<file path="config.mk">
export PLATFORM = sky130hd
export DESIGN_NAME = l2_miss_arbiter
export DESIGN_NICKNAME = d
export VERILOG_FILES = /design/src/rtl/l2arb_pkg.sv /design/src/rtl/l2arb_slot_table.sv /design/src/rtl/l2arb_miss_queue.sv /design/src/rtl/l2_miss_arbiter.sv
export SDC_FILE = /design/constraint.sdc
export NUM_CORES = 2
export LEC_CHECK = 0
export BUFFER_PORTS_ARGS = -buffer_cell sky130_fd_sc_hd__buf_2
export CORE_UTILIZATION = 59
export DETAILED_ROUTE_END_ITERATION = 7
export GPL_TIMING_DRIVEN = 0
export PLACE_DENSITY = 0.77
export SLEW_MARGIN = 15
export SYNTH_ARGS = -nofsm -noshare
export SYNTH_HDL_FRONTEND = slang
export SYNTH_SLANG_ARGS = --single-unit
</file>
<file path="constraint.sdc">
create_clock -name clk -period 21.1 [get_ports clk]
set_clock_uncertainty 0.2 [all_clocks]
set_input_delay 4.22 -clock clk [delete_from_list [all_inputs] [get_ports clk]]
set_output_delay 4.22 -clock clk [all_outputs]
set_load 0.01 [all_outputs]
</file>
<file path="src/rtl/l2arb_pkg.sv">
package l2arb_pkg;
  localparam int NSIDE = 2;
  localparam logic SIDE_INSTR = 1'b0;
  localparam logic SIDE_DATA  = 1'b1;
endpackage

</file>
<file path="src/rtl/l2arb_slot_table.sv">
module l2arb_slot_table #(
  parameter int DEPTH   = 4,
  parameter int SW      = 2,
  parameter int AW      = 32,
  parameter int CW      = 16,
  parameter int L1_LAT  = 2,
  parameter int L2_LAT  = 18,
  parameter bit IS_DATA = 1'b0
) (
  input  logic          clk,
  input  logic          rst_n,
  input  logic [CW-1:0] now,
  input  logic          alloc_valid,
  output logic          alloc_ready,
  input  logic [AW-1:0] alloc_addr,
  input  logic          alloc_store,
  output logic          pick_valid,
  output logic [SW-1:0] pick_slot,
  output logic [AW-1:0] pick_addr,
  output logic          pick_store,
  input  logic          take,
  input  logic          take_hit,
  input  logic          fill_valid,
  input  logic [SW-1:0] fill_slot,
  output logic          cpl_valid,
  input  logic          cpl_ready,
  output logic [SW-1:0] cpl_slot
);
  logic [DEPTH-1:0] used;
  logic [DEPTH-1:0] store_q;
  logic [AW-1:0]    addr_q [DEPTH];
  logic [CW-1:0]    det_q  [DEPTH];
  logic [CW-1:0]    done_q [DEPTH];

  logic [SW-1:0] free_slot;
  logic          alloc_fire, cpl_fire, fill_ok, store_in;

  assign store_in = IS_DATA ? alloc_store : 1'b0;

  always_comb begin
    alloc_ready = 1'b0;
    free_slot   = '0;
    pick_valid  = 1'b0;
    pick_slot   = '0;
    cpl_valid   = 1'b0;
    cpl_slot    = '0;
    for (int i = DEPTH - 1; i >= 0; i--) begin
      if (!used[i]) begin
        alloc_ready = 1'b1;
        free_slot   = SW'(i);
      end
      if (used[i] && det_q[i] != '0 && det_q[i] <= now) begin
        pick_valid = 1'b1;
        pick_slot  = SW'(i);
      end
      if (used[i] && det_q[i] == '0 && done_q[i] != '0 && done_q[i] <= now) begin
        cpl_valid = 1'b1;
        cpl_slot  = SW'(i);
      end
    end
  end

  assign pick_addr  = addr_q[pick_slot];
  assign pick_store = store_q[pick_slot];
  assign alloc_fire = alloc_valid & alloc_ready;
  assign cpl_fire   = cpl_valid & cpl_ready;
  assign fill_ok    = fill_valid & used[fill_slot] & (det_q[fill_slot] == '0)
                      & (done_q[fill_slot] == '0);

  always_ff @(posedge clk) begin
    if (!rst_n) begin
      used    <= '0;
      store_q <= '0;
      for (int i = 0; i < DEPTH; i++) begin
        addr_q[i] <= '0;
        det_q[i]  <= '0;
        done_q[i] <= '0;
      end
    end else begin
      if (alloc_fire) begin
        used[free_slot]    <= 1'b1;
        addr_q[free_slot]  <= alloc_addr;
        store_q[free_slot] <= store_in;
        det_q[free_slot]   <= now + CW'(L1_LAT);
        done_q[free_slot]  <= '0;
      end
      if (take) begin
        det_q[pick_slot] <= '0;
        if (take_hit) done_q[pick_slot] <= now + CW'(L2_LAT);
      end
      if (fill_ok) done_q[fill_slot] <= now;
      if (cpl_fire) begin
        used[cpl_slot]   <= 1'b0;
        done_q[cpl_slot] <= '0;
      end
    end
  end

  // a slot whose probe was taken is not presented again next cycle
  assert_sent_once_R3: assert property (@(posedge clk) disable iff (!rst_n)
    take |=> !(pick_valid && pick_slot == $past(pick_slot)));

  // an unaccepted completion stays offered
  assert_cpl_held_R10: assert property (@(posedge clk) disable iff (!rst_n)
    (cpl_valid && !cpl_ready) |=> cpl_valid);

  // an accepted allocation occupies a slot that was free
  assert_alloc_free_R12: assert property (@(posedge clk) disable iff (!rst_n)
    alloc_fire |=> used[$past(free_slot)]);
endmodule

</file>
<file path="src/rtl/l2arb_miss_queue.sv">
module l2arb_miss_queue #(
  parameter int DEPTH = 4,
  parameter int SW    = 2,
  parameter int AW    = 32,
  parameter int CW    = 16,
  parameter int RW    = 3
) (
  input  logic          clk,
  input  logic          rst_n,
  input  logic [CW-1:0] now,
  input  logic          push0,
  input  logic          p0_src,
  input  logic [SW-1:0] p0_slot,
  input  logic [AW-1:0] p0_addr,
  input  logic          p0_store,
  input  logic [CW-1:0] p0_due,
  input  logic          push1,
  input  logic          p1_src,
  input  logic [SW-1:0] p1_slot,
  input  logic [AW-1:0] p1_addr,
  input  logic          p1_store,
  input  logic [CW-1:0] p1_due,
  output logic [RW-1:0] room,
  output logic          out_valid,
  input  logic          out_ready,
  output logic          out_src,
  output logic [SW-1:0] out_slot,
  output logic [AW-1:0] out_addr,
  output logic          out_store
);
  localparam int PW = (DEPTH > 1) ? $clog2(DEPTH) : 1;

  logic          m_src   [DEPTH];
  logic [SW-1:0] m_slot  [DEPTH];
  logic [AW-1:0] m_addr  [DEPTH];
  logic          m_store [DEPTH];
  logic [CW-1:0] m_due   [DEPTH];
  logic [PW-1:0] wr_q, rd_q, wr2;
  logic [RW-1:0] count;
  logic          pop;

  function automatic logic [PW-1:0] nxt(input logic [PW-1:0] p);
    return (p == PW'(DEPTH - 1)) ? '0 : p + PW'(1);
  endfunction

  assign room      = RW'(DEPTH) - count;
  assign out_valid = (count != '0) && (m_due[rd_q] <= now);
  assign out_src   = m_src[rd_q];
  assign out_slot  = m_slot[rd_q];
  assign out_addr  = m_addr[rd_q];
  assign out_store = m_store[rd_q];
  assign pop       = out_valid & out_ready;
  assign wr2       = push0 ? nxt(wr_q) : wr_q;

  always_ff @(posedge clk) begin
    if (!rst_n) begin
      wr_q  <= '0;
      rd_q  <= '0;
      count <= '0;
      for (int i = 0; i < DEPTH; i++) begin
        m_src[i]   <= 1'b0;
        m_slot[i]  <= '0;
        m_addr[i]  <= '0;
        m_store[i] <= 1'b0;
        m_due[i]   <= '0;
      end
    end else begin
      if (push0) begin
        m_src[wr_q]   <= p0_src;
        m_slot[wr_q]  <= p0_slot;
        m_addr[wr_q]  <= p0_addr;
        m_store[wr_q] <= p0_store;
        m_due[wr_q]   <= p0_due;
      end
      if (push1) begin
        m_src[wr2]   <= p1_src;
        m_slot[wr2]  <= p1_slot;
        m_addr[wr2]  <= p1_addr;
        m_store[wr2] <= p1_store;
        m_due[wr2]   <= p1_due;
      end
      if (push1)      wr_q <= nxt(wr2);
      else if (push0) wr_q <= nxt(wr_q);
      if (pop) rd_q <= nxt(rd_q);
      count <= count + RW'(push0) + RW'(push1) - RW'(pop);
    end
  end

  // pushes never exceed capacity
  assert_no_overflow_R7: assert property (@(posedge clk) disable iff (!rst_n)
    count <= RW'(DEPTH));

  // a due head stays offered until taken
  assert_head_held_R6: assert property (@(posedge clk) disable iff (!rst_n)
    (out_valid && !out_ready) |=> out_valid);
endmodule

</file>
<file path="src/rtl/l2_miss_arbiter.sv">
module l2_miss_arbiter
  import l2arb_pkg::*;
#(
  parameter int SRC_DEPTH = 4,
  parameter int MB_DEPTH  = 4,
  parameter int AW        = 32,
  parameter int CW        = 16,
  parameter int L1_LAT    = 2,
  parameter int L2_LAT    = 18,
  parameter int CNT_W     = 16,
  localparam int SW       = $clog2(SRC_DEPTH)
) (
  input  logic                       clk,
  input  logic                       rst_n,
  input  logic [NSIDE-1:0]           alloc_valid,
  output logic [NSIDE-1:0]           alloc_ready,
  input  logic [NSIDE-1:0][AW-1:0]   alloc_addr,
  input  logic [NSIDE-1:0]           alloc_store,
  output logic [NSIDE-1:0]           lkp_valid,
  output logic [NSIDE-1:0][AW-1:0]   lkp_addr,
  output logic [NSIDE-1:0]           lkp_store,
  input  logic [NSIDE-1:0]           lkp_hit,
  output logic                       mb_valid,
  input  logic                       mb_ready,
  output logic                       mb_src,
  output logic [SW-1:0]              mb_slot,
  output logic [AW-1:0]              mb_addr,
  output logic                       mb_store,
  input  logic                       fill_valid,
  input  logic                       fill_src,
  input  logic [SW-1:0]              fill_slot,
  output logic [NSIDE-1:0]           cpl_valid,
  input  logic [NSIDE-1:0]           cpl_ready,
  output logic [NSIDE-1:0][SW-1:0]   cpl_slot,
  output logic [NSIDE-1:0][CNT_W-1:0] acc_cnt,
  output logic [NSIDE-1:0][CNT_W-1:0] hit_cnt
);
  localparam int RW = $clog2(MB_DEPTH + 1);

  logic [CW-1:0]          now;
  logic                   turn;
  logic                   first, second;
  logic                   miss_f, miss_s, push_f, push_s;
  logic [NSIDE-1:0]       take;
  logic [NSIDE-1:0][SW-1:0] pslot;
  logic [RW-1:0]          room;

  always_ff @(posedge clk) begin
    if (!rst_n) begin
      now  <= CW'(1);
      turn <= SIDE_INSTR;
    end else begin
      now  <= now + CW'(1);
      turn <= ~turn;
    end
  end

  assign first  = turn;
  assign second = ~turn;

  always_comb begin
    miss_f = lkp_valid[first] & ~lkp_hit[first];
    miss_s = lkp_valid[second] & ~lkp_hit[second];
    push_f = miss_f && (room != '0);
    push_s = miss_s && (int'(room) >= (push_f ? 2 : 1));
    take         = '0;
    take[first]  = lkp_valid[first] & (lkp_hit[first] | push_f);
    take[second] = lkp_valid[second] & (lkp_hit[second] | push_s);
  end

  for (genvar s = 0; s < NSIDE; s++) begin : g_side
    l2arb_slot_table #(
      .DEPTH(SRC_DEPTH), .SW(SW), .AW(AW), .CW(CW),
      .L1_LAT(L1_LAT), .L2_LAT(L2_LAT), .IS_DATA(s == 1)
    ) u_tab (
      .clk(clk), .rst_n(rst_n), .now(now),
      .alloc_valid(alloc_valid[s]), .alloc_ready(alloc_ready[s]),
      .alloc_addr(alloc_addr[s]), .alloc_store(alloc_store[s]),
      .pick_valid(lkp_valid[s]), .pick_slot(pslot[s]),
      .pick_addr(lkp_addr[s]), .pick_store(lkp_store[s]),
      .take(take[s]), .take_hit(lkp_hit[s]),
      .fill_valid(fill_valid && (fill_src == 1'(s))), .fill_slot(fill_slot),
      .cpl_valid(cpl_valid[s]), .cpl_ready(cpl_ready[s]), .cpl_slot(cpl_slot[s])
    );

    always_ff @(posedge clk) begin
      if (!rst_n) begin
        acc_cnt[s] <= '0;
        hit_cnt[s] <= '0;
      end else if (take[s]) begin
        acc_cnt[s] <= acc_cnt[s] + CNT_W'(1);
        if (lkp_hit[s]) hit_cnt[s] <= hit_cnt[s] + CNT_W'(1);
      end
    end

    // hits never outnumber accepted probes
    assert_hits_bounded_R11: assert property (@(posedge clk) disable iff (!rst_n)
      hit_cnt[s] <= acc_cnt[s]);

    // at most one accepted probe per side per cycle
    assert_acc_step_R11: assert property (@(posedge clk) disable iff (!rst_n)
      1'b1 |=> (acc_cnt[s] - $past(acc_cnt[s])) <= CNT_W'(1));
  end

  l2arb_miss_queue #(
    .DEPTH(MB_DEPTH), .SW(SW), .AW(AW), .CW(CW), .RW(RW)
  ) u_mq (
    .clk(clk), .rst_n(rst_n), .now(now),
    .push0(push_f), .p0_src(first), .p0_slot(pslot[first]),
    .p0_addr(lkp_addr[first]), .p0_store(lkp_store[first]),
    .p0_due(now + CW'(L2_LAT)),
    .push1(push_s), .p1_src(second), .p1_slot(pslot[second]),
    .p1_addr(lkp_addr[second]), .p1_store(lkp_store[second]),
    .p1_due(now + CW'(L2_LAT)),
    .room(room),
    .out_valid(mb_valid), .out_ready(mb_ready), .out_src(mb_src),
    .out_slot(mb_slot), .out_addr(mb_addr), .out_store(mb_store)
  );

  // the second-served miss never overtakes a refused first-served miss
  assert_order_R4: assert property (@(posedge clk) disable iff (!rst_n)
    !(push_s && miss_f && !push_f));

  // a refused miss keeps probing in the next cycle
  assert_retry_R7: assert property (@(posedge clk) disable iff (!rst_n)
    (lkp_valid[first] && !take[first]) |=> lkp_valid[$past(first)]);
endmodule

</file>
==> out/results.txt <==
reg-to-reg slack, setup -> 11.43 ns
crit path time final -> 11.97 ns
Leakage -> 0.02026 µW
worst min path class -> reg -> reg
area of the multi-input gates -> 21,970 µm²
wire per inst -> 26.35 µm
status -> finished clean
Worst setup startpoint -> now[14]$_SDFF_PN0_
Initial DRC Count -> 6,511
# nets final -> 5,378
WP buf/inv -> 9
hold path depth -> 2
antenna violations before repair -> 10
Max-cap violations -> 0
Cell variety after synth -> 86
Gate Count Post-Synth -> 4,647
Synth area leader -> edfxtp_1
fmax -> 83.53 MHz
period utilisation layout -> 56.74%
Max Buffers Root-to-Sink -> 3
total die area -> 77,510 µm²
cell mode on critical path -> buf_2
max-slew violation count -> 0
post-synthesis area per instance -> 9.700 µm²
EDFF count, synth -> 458
Worst EP arrival -> 7.55 ns
post-place instance area -> 48,050 µm²
Synth Area in Compound Gates -> 18.02%
CTS tree -> yes
Routed WL -> 159,500 µm
clk root buf -> clkbuf_16
#FFs+latches synth -> 826
input/output buffers -> 252
RSZ-0062 raised after global routing -> no
drt pass-1 iters -> 7
WS Path Type -> reg -> out
Async S/R FF share, synth -> 0%
Rel. slew slack -> 12.82%
post-synthesis adder-cell area fraction -> 8.139%
commonest non-fill, non-tap cell in the layout -> nor2_1
layout cell share with drive strength beyond 1 -> 12.26%
GRT Util Overall -> 40.29%
dominant synthesized flop cell -> edfxtp_1
FF/Latch Area -> 21,120 µm²
cell depth of the worst flop-to-flop path -> 26
Synth area leaders -> edfxtp_1 (31%), dfxtp_1 (16%), ha_1 (8.0%), nor2_1 (6.8%), a221oi_1 (5.7%)
total clock buffers created by CTS -> 87
crit path launch type -> flip-flop
CP Cell Sequence -> clkbuf_1, clkbuf_1, inv_2, ha_1, nand4_1, nor3_1, a2111oi_0, o2111a_1, buf_2, buf_2, buf_1, a21oi_1, a221oi_1, inv_1, buf_4, buf_2
GP Congestion -> 1.013
crit-path max FO -> 17
power density over cell area -> 77.89 nW/µm²
Initial Util -> 60.04%
Post-CTS Hold Buffers -> 0
Worst setup EP type -> output port
Cell Rows -> 100
XOR/XNOR Fraction of Synth Area -> 1.826%
measured slew at the worst slew-check pin -> 1.303 ns
final hold violation count -> 0
Finished Cell Area -> 50,970 µm²
Die X-Extent -> 278.4 µm
CORE AREA -> 75,070 µm²
Setup-failing EPs final -> 0
post-synthesis simple-gate area fraction -> 17.44%
Via density -> 6.857
reg-to-reg startpoint -> now[14]$_SDFF_PN0_
GR Overflow Total -> 0
combinational family with the most area after synthesis -> compound AO/OA/AOI/OAI gates
WHS -> 0.2738 ns
worst r2r dst -> g_side[1].u_tab.done_q[3][11]$_SDFFE_PP0P_
yosys warns -> 0
Chip Height -> 278.4 µm
DRC Markers -> 0
mux cell area share after synthesis -> 2.965%
fill cell count -> 5,838
Worst Min Path Start -> g_side[1].u_tab.det_q[0][0]$_SDFFE_PP0P_
post-synthesis net count -> 5,018
hold endpoint -> g_side[1].u_tab.det_q[0][0]$_SDFFE_PP0P_
DP HPWL -> 110,100 µm
clk slew on worst S/H paths -> 0.07 ns
Max IR drop VDD -> 59.73 µV
delay-heaviest family, CP -> buffers and inverters
largest net degree at the start of global routing -> 43
Routed Antenna Nets -> 0
Layout area overhead -> 13.07%
Setup TNS -> 0 ns
H-tree levels -> 3
commonest non-fill, non-tap cells in the layout -> nor2_1 (811), edfxtp_1 (458), dfxtp_1 (367), clkbuf_1 (355), a221oi_1 (291)
first-pass GRT wire length -> 235,700 µm
post-cts sizing count -> 0
clock latency on the worst-skew pair -> 0.66 ns
post-synthesis sequential area ratio -> 46.86%
routed vias -> 41,500
clock sinks -> 826
slowest CP cell -> a221oi_1
vias in the first global route -> 38,890
# IOs -> 256
Post CTS Setup Buffer Count -> 0
total power -> 3970 µW
Critical Path Max Stage Delay -> 0.90 ns
synthesized area -> 45,080 µm²
Synth top area share -> 30.51%
WP data required -> 16.68 ns
[logic make-up (layout without fill, tap and decap cells)]
family          after synthesis  in the layout
other cells                   0              2
mux                          66             66
simple gates               1711           1711
flops                       826            826
buf+inv                     539            973
xor+xnor                     94             94
fa+ha+maj                   292            292
compound gates             1119           1119
[area by class of cell]
cell class / instances / share of cell area, %
sequential: 826 / 41.44
multi-input combinational: 3282 / 43.11
clock inverter: 39 / 0.7438
tap: 969 / 2.379
timing repair buffer: 271 / 3.201
antenna: 2 / 0.009820
clock buffer: 124 / 4.910
buffer: 398 / 3.169
inverter: 141 / 1.041
[synth_stat cells, drive strengths merged (8+ instances only)]
| cell type | instances |
|---|---|
| edfxtp | 458 |
| a221o | 33 |
| o21ai | 160 |
| nor2b | 48 |
| dfxtp | 368 |
| o221a | 33 |
| mux2i | 12 |
| a31oi | 45 |
| nand2b | 15 |
| nor2 | 813 |
| a221oi | 311 |
| ha | 290 |
| a21o | 45 |
| xor2 | 26 |
| and3 | 29 |
| o21a | 38 |
| nor4 | 118 |
| nand3 | 131 |
| o211ai | 8 |
| o22ai | 15 |
| nand2 | 280 |
| clkbuf | 333 |
| nor3 | 42 |
| a21boi | 20 |
| xnor2 | 68 |
| or2 | 9 |
| buf | 65 |
| inv | 140 |
| nand4 | 90 |
| and2 | 93 |
| a22oi | 104 |
| a21oi | 254 |
| or3 | 10 |
| or4 | 9 |
| nor3b | 8 |
| mux4 | 54 |
[how the worst max path moves through the flow]
| stage | cells after the start | to |
|---|---|---|
| detailed placement | 15 | lkp_store[0] |
| finish | 16 | lkp_store[0] |
| floorplan | 10 | u_mq.m_addr[3][0]$_DFFE_PP_ |
| global placement | 8 | u_mq.m_addr[3][9]$_DFFE_PP_ |
| global route | 16 | lkp_store[0] |
| CTS | 15 | lkp_store[0] |
[flip-flops by register name, summed over array words and instances, names as in the netlist, 2 cells and up, named ones only]
signal and cells:
u_mq.rd_q 2, g_side.u_tab.store_q 8, now 16, g_side.u_tab.used 8, g_side.u_tab.det_q 128, acc_cnt 32, u_mq.m_src 4, u_mq.count 3
u_mq.m_addr 128, u_mq.m_due 64, g_side.u_tab.addr_q 256, u_mq.m_slot 8, u_mq.m_store 4, u_mq.wr_q 2, g_side.u_tab.done_q 128, hit_cnt 32
[metal layers]
metal  vias to the layer above  routed length (µm)  GRT usage (%)  share of wire, %
met5                         -                  99              0             0.062
met3                       687               23130          12.06                15
met4                        10               10280          23.36               6.4
met2                      3093               67460          58.90                42
met1                     19610               58520          53.04                37
li1                      18100                   -              -                 -
[tightest hold or removal path: stages, from the launching register on]
cell     delay (ns)
dfxtp_1        0.32
nand2_1        0.05
a21oi_1        0.05
[per-stage QoR]
| stage | cells | util, % | worst slack, ns |
|---|---|---|---|
| 5_1_grt | 6051 | 67.89 | 9.124 |
| 6_report | 6052 | 67.89 | 9.128 |
| 3_3_place_gp | 5868 | 63.34 | 8.868 |
| 3_5_place_dp | 5887 | 64.01 | 10.20 |
| 2_1_floorplan | 4647 | - | 12.70 |
| 4_1_cts | 6050 | 67.85 | 9.491 |
[power breakdown]
part	total (µW)	switching (µW)	internal (µW)
clock	1580	664	912
sequential	1800	28.0	1770
combinational	594	394	200
total	3970	1090	2880
(Power assumes the default switching activity.)
